## config.mk

```make
export PLATFORM = sky130hd
export DESIGN_NAME = aes_regif
export DESIGN_NICKNAME = d
export VERILOG_FILES = /design/src/rtl/aes_regif.sv
export SDC_FILE = /design/constraint.sdc
export NUM_CORES = 1
export LEC_CHECK = 0
export CELL_PAD_IN_SITES_DETAIL_PLACEMENT = 1
export CELL_PAD_IN_SITES_GLOBAL_PLACEMENT = 1
export CORE_MARGIN = 3
export CORE_UTILIZATION = 46
export DETAILED_ROUTE_END_ITERATION = 10
export PLACE_DENSITY_LB_ADDON = 0.1
export SLEW_MARGIN = 30
export SYNTH_ARGS = -nofsm -noshare
export SYNTH_HDL_FRONTEND = slang
export SYNTH_SLANG_ARGS = --single-unit
```

## constraint.sdc

```tcl
create_clock -name clk -period 10.7 [get_ports clk]
set_input_delay 1.07 -clock clk [delete_from_list [all_inputs] [get_ports clk]]
set_output_delay 1.07 -clock clk [all_outputs]
set_load 0.01 [all_outputs]
```

## src/rtl/aes_regif.sv

```systemverilog
module aes_regif #(
  parameter int AW = 8
) (
  input  logic         clk,
  input  logic         rst_n,
  input  logic         bus_cs,
  input  logic         bus_we,
  input  logic [7:0]   bus_addr,
  input  logic [31:0]  bus_wdata,
  output logic [31:0]  bus_rdata,
  output logic         core_init,
  output logic         core_next,
  output logic         core_keylen,
  output logic [255:0] core_key,
  output logic [127:0] core_block,
  input  logic         core_ready,
  input  logic [127:0] core_result
);
  localparam logic [AW-1:0] A_CTRL = 'h00;
  localparam logic [AW-1:0] A_STAT = 'h01;
  localparam logic [AW-1:0] A_CFG  = 'h02;
  localparam logic [AW-1:0] A_KEY  = 'h10;
  localparam logic [AW-1:0] A_BLK  = 'h20;
  localparam logic [AW-1:0] A_RES  = 'h30;

  typedef enum logic [1:0] {S_IDLE, S_WLOW, S_WHIGH} st_t;

  st_t          st;
  logic         op_next;
  logic         cfg_q;
  logic [31:0]  key_q [8];
  logic [31:0]  blk_q [4];
  logic [127:0] res_q;

  logic [AW-1:0] a;
  assign a = bus_addr[AW-1:0];

  wire wr      = bus_cs && bus_we;
  wire key_hit = a[AW-1:3] == A_KEY[AW-1:3];
  wire blk_hit = a[AW-1:2] == A_BLK[AW-1:2];
  wire res_hit = a[AW-1:2] == A_RES[AW-1:2];
  wire idle    = st == S_IDLE;
  wire done    = st == S_WHIGH && core_ready;
  wire cmd_ok  = wr && a == A_CTRL && idle;

  always_ff @(posedge clk) begin
    if (!rst_n) begin
      st          <= S_IDLE;
      op_next     <= 1'b0;
      cfg_q       <= 1'b0;
      res_q       <= '0;
      core_init   <= 1'b0;
      core_next   <= 1'b0;
      core_keylen <= 1'b0;
      core_key    <= '0;
      core_block  <= '0;
      for (int i = 0; i < 8; i++) key_q[i] <= '0;
      for (int i = 0; i < 4; i++) blk_q[i] <= '0;
    end else begin
      core_init <= 1'b0;
      core_next <= 1'b0;
      if (wr && key_hit) key_q[a[2:0]] <= bus_wdata;
      if (wr && blk_hit) blk_q[a[1:0]] <= bus_wdata;
      if (wr && a == A_CFG) cfg_q <= bus_wdata[0];
      if (cmd_ok && bus_wdata[0]) begin
        core_init   <= 1'b1;
        core_keylen <= cfg_q;
        core_key    <= {key_q[0], key_q[1], key_q[2], key_q[3],
                        key_q[4], key_q[5], key_q[6], key_q[7]};
        op_next     <= 1'b0;
        st          <= S_WLOW;
      end else if (cmd_ok && bus_wdata[1]) begin
        core_next  <= 1'b1;
        core_block <= {blk_q[0], blk_q[1], blk_q[2], blk_q[3]};
        op_next    <= 1'b1;
        st         <= S_WLOW;
      end else begin
        case (st)
          S_WLOW:  if (!core_ready) st <= S_WHIGH;
          S_WHIGH: if (core_ready) begin
            st <= S_IDLE;
            if (op_next) res_q <= core_result;
          end
          default: st <= S_IDLE;
        endcase
      end
    end
  end

  always_comb begin
    bus_rdata = '0;
    if (a == A_STAT)    bus_rdata = {31'd0, idle};
    else if (a == A_CFG) bus_rdata = {31'd0, cfg_q};
    else if (key_hit)   bus_rdata = key_q[a[2:0]];
    else if (blk_hit)   bus_rdata = blk_q[a[1:0]];
    else if (res_hit)   bus_rdata = res_q[{~a[1:0], 5'd0} +: 32];
  end
endmodule

```

After elaboration in Yosys (flattened, before gate mapping)
Memories as Yosys holds them, arrays and structs flattened. A register that Yosys moved wholly into a read port is not among the register bits.
Index checks and enable logic that the tools add are counted.
{"block": "word_totals", "regBits": 135, "latch_bits": 0, "mem_bits_rw": 384, "romBits": 0, "in_bits": 173, "output_inout_bits": 419, "elab_cells": 81, "memories": 2}
{"block": "classes", "add_sub_neg": 0, "multipliers": 0, "div": 0, "magnitude_cmp": 0, "n_eq_ne": 11, "n_shift": 1, "n_mux": 25, "n_bitwise": 4, "n_reduce_logical": 30}
{"name": "key_q", "depth": 8, "width": 32, "read_ports": 9, "rd_clocked_by_memory_dff": 8, "write_ports": 8, "line": "31", "rtl": "logic [31:0] key_q [8];"}
{"name": "blk_q", "depth": 4, "width": 32, "read_ports": 5, "rd_clocked_by_memory_dff": 4, "write_ports": 4, "line": "32", "rtl": "logic [31:0] blk_q [4];"}
{"operator": "$mux W32", "count": 7}
{"operator": "$shiftx A128 B8 Y32", "count": 1}
{"operator": "$reduce_or A32 Y1", "count": 2}
{"operator": "$mux W1", "count": 13}
{"operator": "$eq A6 B4 Y1 const B", "count": 2}
{"operator": "$logic_not A1 Y1", "count": 12}
{"operator": "$eq A8 B1 Y1 const B", "count": 1}
{"operator": "$eq A8 B2 Y1 const B", "count": 1}
{"operator": "$logic_and A1 B1 Y1", "count": 8}
{"operator": "$logic_not A8 Y1", "count": 1}
{"operator": "$mux W2", "count": 3}
{"operator": "$reduce_and A2 Y1", "count": 3}
{"operator": "$eq A5 B2 Y1 const B", "count": 1}
{"operator": "$reduce_and A5 Y1", "count": 1}
{"operator": "$ne A2 B2 Y1 const B", "count": 2}
{"operator": "$ne A4 B2 Y1 const B", "count": 1}
{"operator": "$ne A4 B4 Y1 const B", "count": 1}
{"operator": "$pmux W2 S2", "count": 1}
{"operator": "$mux W3", "count": 1}
{"operator": "$not A1 Y1", "count": 3}
{"operator": "$reduce_or A3 Y1", "count": 1}
{"operator": "$eq A2 B1 Y1 const B", "count": 1}
{"operator": "$eq A2 B2 Y1 const B", "count": 1}
{"operator": "$logic_not A2 Y1", "count": 1}
{"operator": "2 further kinds", "count": 2}

Longest topological paths before layout
{"block": "logic_depth", "ltp_word": 7, "depth_mapped": 8, "ltp_nobuf": 4}

Worst setup path before layout
No wires, ideal clock.
{"block": "synth_path", "path_kind": "in2reg", "startpoint": "in bus_addr[4]", "endpoint": "mem blk_q[0][0] (enable)", "arrival_time_ns": 5.129, "required_time_ns": 10.189, "path_slack_ns": 5.060, "stages": 4, "cell_sequence": "buf_2 buf_2 buf_1 o41ai_1"}
{"item": "start: declaration", "line": "8", "rtl": "input logic [7:0] bus_addr,"}
{"item": "end: declaration", "line": "32"}

Worst setup path in the final report
{"block": "layout_path", "startpoint": "in bus_addr[0]", "endpoint": "out bus_rdata[26]"}
{"block": "layout_between", "elab_chain_cells": 7, "elab_cells_between_ends": 11, "classes_between": "eq/ne: 2; shift: 1; mux: 5; bitwise: 1; memory: 2"}
{"item": "$not A2 Y2", "line": "96", "rtl": "else if (res_hit) bus_rdata = res_q[{~a[1:0], 5'd0} +: 32];"}
{"item": "$shiftx A128 B8 Y32", "line": "96"}
{"item": "$mux W32", "line": "96"}
{"item": "$mux W32", "line": "95", "rtl": "else if (blk_hit) bus_rdata = blk_q[a[1:0]];"}
{"item": "$mux W32", "line": "94", "rtl": "else if (key_hit) bus_rdata = key_q[a[2:0]];"}
{"item": "$mux W32", "line": "93", "rtl": "else if (a == A_CFG) bus_rdata = {31'd0, cfg_q};"}
{"item": "$mux W32 *", "line": "92", "rtl": "if (a == A_STAT) bus_rdata = {31'd0, idle};"}
{"item": "end: declaration", "line": "10", "rtl": "output logic [31:0] bus_rdata,"}
Mark *: on every way between the ends. The rest lies on a longest branch, timed or not.

==> impl_results.md <==
* Status: finished, final reports clean
* Routing usage on met1 at 42.5%
* CTS clk-pin slew, worst paths at roughly 0.06 ns
* #FFs+latches synth at roughly 900
* Hpwl dp at approximately 100000 um
* Largest net degree at the start of global routing at ~140
* CP cell instances: buf_6 > buf_4 > nand2b_1 > o2bb2ai_1 > a221o_1 > o22ai_1 > clkdlybuf4s50_1
* CTS tree: yes
* Die height at 286 um
* Nets@finish at roughly 3600
* Cts hold-fix bufs at 0
* Startpoint Class: input pin
* Final Setup Violations at 0
* Worst Hold Class: reg2reg
* Pwr dens at 162 nW/um^2
* Critical path type: in2out
* Setup TNS at 0 ns
* Worst Clk Skew at between 0.015 and 0.02 ns
* Cts repair resizes at 0
* R2r setup slk at between 7 and 8 ns
* Layer with the highest usage: met2
* Layout fillers at between 7000 and 8000
* Hold WS at between 0.4 and 0.5 ns
* Vias per std cell at 5.99
* Core Util, Final at between 50 and 60%
* Max-slew violation count at 0
* Cell area after synthesis at about 36000 sq um
* Final cycle utilization of the critical path at between 50% and 60%
* Worst R2R Path Depth at 5
* RSZ-0062 raised after global routing: no
* DRT Wirelength at roughly 140000 um
* Share of cells above drive strength 1 at 9.57%
* Ys async rst share at 0%
* Critical Path RT at 9.63 ns
* Crit path time final at 5.67 ns
* Static Leak at approximately 16 nW
* Initial DRC Count at 3000
* Setup crit start: bus_addr[0]
* Max VDD drop at 0.114 mV
* Clock Sinks at around 900
* Combined area of the multi-input logic cells at around 13000 sq um
* Worst stage delay on the critical path at around 0.65 ns
* Setup WS pre-CTS at between 5 and 6 ns
* Post-synthesis sequential area ratio at between 60% and 70%
* Initial Utilization at between 40% and 50%
* Yosys top cell area share at 32.0%
* Cell taking the most area after synthesis: edfxtp_1
* Top cells by area, synth: edfxtp_1, dfxtp_1, a22o_1
* TritonCTS Buffers at between 90 and 100
* Least-Margin Pin Slew at 0.957 ns
* IO buf count at 591
* Crit path DAT at about 4.6 ns
* Worst R2R End: core_key[100]$_SDFFE_PN0P_
* Final ANT Viol Nets at 0
* Max Fclk at around 180 MHz
* Max cap viols at 0
* CP top delay family: buffers and inverters
* Ports at around 590
* CP max FO at 50
* CTS H-tree lvls at 3
* Met3 Usage GRT at under 10%
* Postcts setup bufs at 0
* Syn Nets at ~3200
* First-pass DRT Iterations at 5
* Levels on crit path at 7
* Top FF cell, synth: dfxtp_1
* Buf/Inv on CP at 3
* Die W at ~290 um
* Top cells by count, synth: dfxtp_1, nand2_1, edfxtp_1
* Post-DR wirelength/cell at ~31 um
* Met2 Usage GRT at between 50% and 60%
* Via count at ~27000
* Clock Latency Late Sink at roughly 0.66 ns
* Row cnt at between 100 and 150
* Worst relative slew slack at between 30% and 40%
* Final Hold Fails at 0
* Post-route DRC at 0
* Setup ws final at slightly above 5 ns
* Post-DP Area at 42400 sq um
* Antenna violations before repair at 21
* Cell count after synthesis at between 2000 and 3000
* Mean Syn Cell Area at about 12 sq um
* Ys Warns at 0
* Final Cell Area at 45500 sq um
* Wire length of the first global-routing pass at approximately 200000 um
* Gr ovfl total at 0
* CORE AREA at ~78000 sq um
* DIE AREA at 81700 sq um
* CP max stage cell: nand2b_1
* EDFF count, synth at around 380
* R2r startpoint: st[0]$_SDFFE_PN0P_
* Register area at between 20000 and 25000 sq um
* Crit path to: bus_rdata[26]
* Total track usage at about a third
* Crit end category: primary output
* Final Wtd Congestion at between 0.8 and 0.9
* Vias in the first global route at between 20000 and 30000
* Max clock buf depth at 3
* Count of cell types in the netlist at between 50 and 60
* Area Growth Syn to Fin at 26.3%
* Root buf cell: clkbuf_16
## worst register-to-register path, stage by stage (launching register included)
cell and delay (ns):
dfxtp_1 0.37, nor2_1 0.34, and4_1 0.39, and3_4 0.72
buf_4 0.86, a22o_1 0.35
## per-stage QoR
step / std cells / total power, mW
floorplan: 2980 / 3.96
global placement: 4373 / 4.19
detailed placement: 4373 / 4.19
CTS: 4550 / 7.40
global route: 4561 / 7.57
finish: 4566 / 7.39
## where the power goes
| group | switching [mW] | internal [mW] | total [mW] |
|---|---|---|---|
| Clock | 1.42 | 1.84 | 3.26 |
| Combinational | 0.231 | 0.154 | 0.385 |
| Sequential | 0.0802 | 3.66 | 3.74 |
| Total | 1.73 | 5.66 | 7.39 |
## worst min path at each step
stage | from | slack (ns) | endpoint | cells after the start
after floorplan | res_q[64]$_SDFFE_PN0P_ | 0.44 | res_q[64]$_SDFFE_PN0P_ | 2
after global placement | res_q[58]$_SDFFE_PN0P_ | 0.45 | res_q[58]$_SDFFE_PN0P_ | 2
after detailed placement | res_q[39]$_SDFFE_PN0P_ | 0.46 | res_q[39]$_SDFFE_PN0P_ | 2
after CTS | res_q[39]$_SDFFE_PN0P_ | 0.47 | res_q[39]$_SDFFE_PN0P_ | 2
after global routing | res_q[39]$_SDFFE_PN0P_ | 0.49 | res_q[39]$_SDFFE_PN0P_ | 2
final | res_q[39]$_SDFFE_PN0P_ | 0.46 | res_q[39]$_SDFFE_PN0P_ | 2
## state kept, by name, indices dropped and copies added (netlist names)
register,count
key_q,256
st,2
core_keylen,1
core_key,256
core_next,1
cfg_q,1
res_q,128
blk_q,128
core_block,128
core_init,1
op_next,1
## routing by layer
metal / routed length (um) / part of all wire, %
met2: 67500 / 47
met4: 6830 / 4.8
met1: 54400 / 38
met5: 57 / 0.040
met3: 13300 / 9.3
## cell type report
| type | instances | area share, % |
|---|---|---|
| Sequential cell | 903 | 48.2 |
| Multi-Input combinational cell | 1792 | 28.4 |
| Timing Repair Buffer | 635 | 13.8 |
| Clock buffer | 141 | 6.07 |
| Tap cell | 1040 | 2.86 |
| Clock inverter | 36 | 0.638 |
| Antenna cell | 15 | 0.0825 |
| Inverter | 4 | 0.0330 |
## layout by cell type (no fill, tap or decap), types with 5 or more instances in the layout
master and n:
dfxtp_1 519, a21oi_1 8, mux2i_1 70, clkbuf_8 23, clkinv_2 19, o21ai_4 5
and2_1 290, clkinv_1 5, o2bb2ai_1 13, nor2_1 6, a2bb2oi_1 7, nand2_1 519
mux4_2 85, o221ai_1 19, o22ai_1 40, clkdlybuf4s50_1 585, a221oi_1 5, and3_1 97
nor2_2 5, clkbuf_1 24, buf_4 39, nor3_1 6, o21ai_0 13, edfxtp_1 384
buf_6 7, diode_2 15, a21boi_0 257, clkbuf_16 95, a22o_1 257, mux2_2 19
nand2b_1 9
## kinds of logic (layout without fill, tap and decap cells)
kind of cell           after synthesis  count (layout)  share of synthesized area [%]
flip-flops                         903             903                           60.8
XOR/XNOR                             1               1                         0.0243
AO/OA/AOI/OAI                      647             647                           14.3
multiplexers                       174             174                           7.85
other                                0              15                              0
AND/OR/NAND/NOR                    970             970                           13.2
buffers and inverters              285             816                           3.81
No activity file was read; power rests on OpenSTA's default activity.
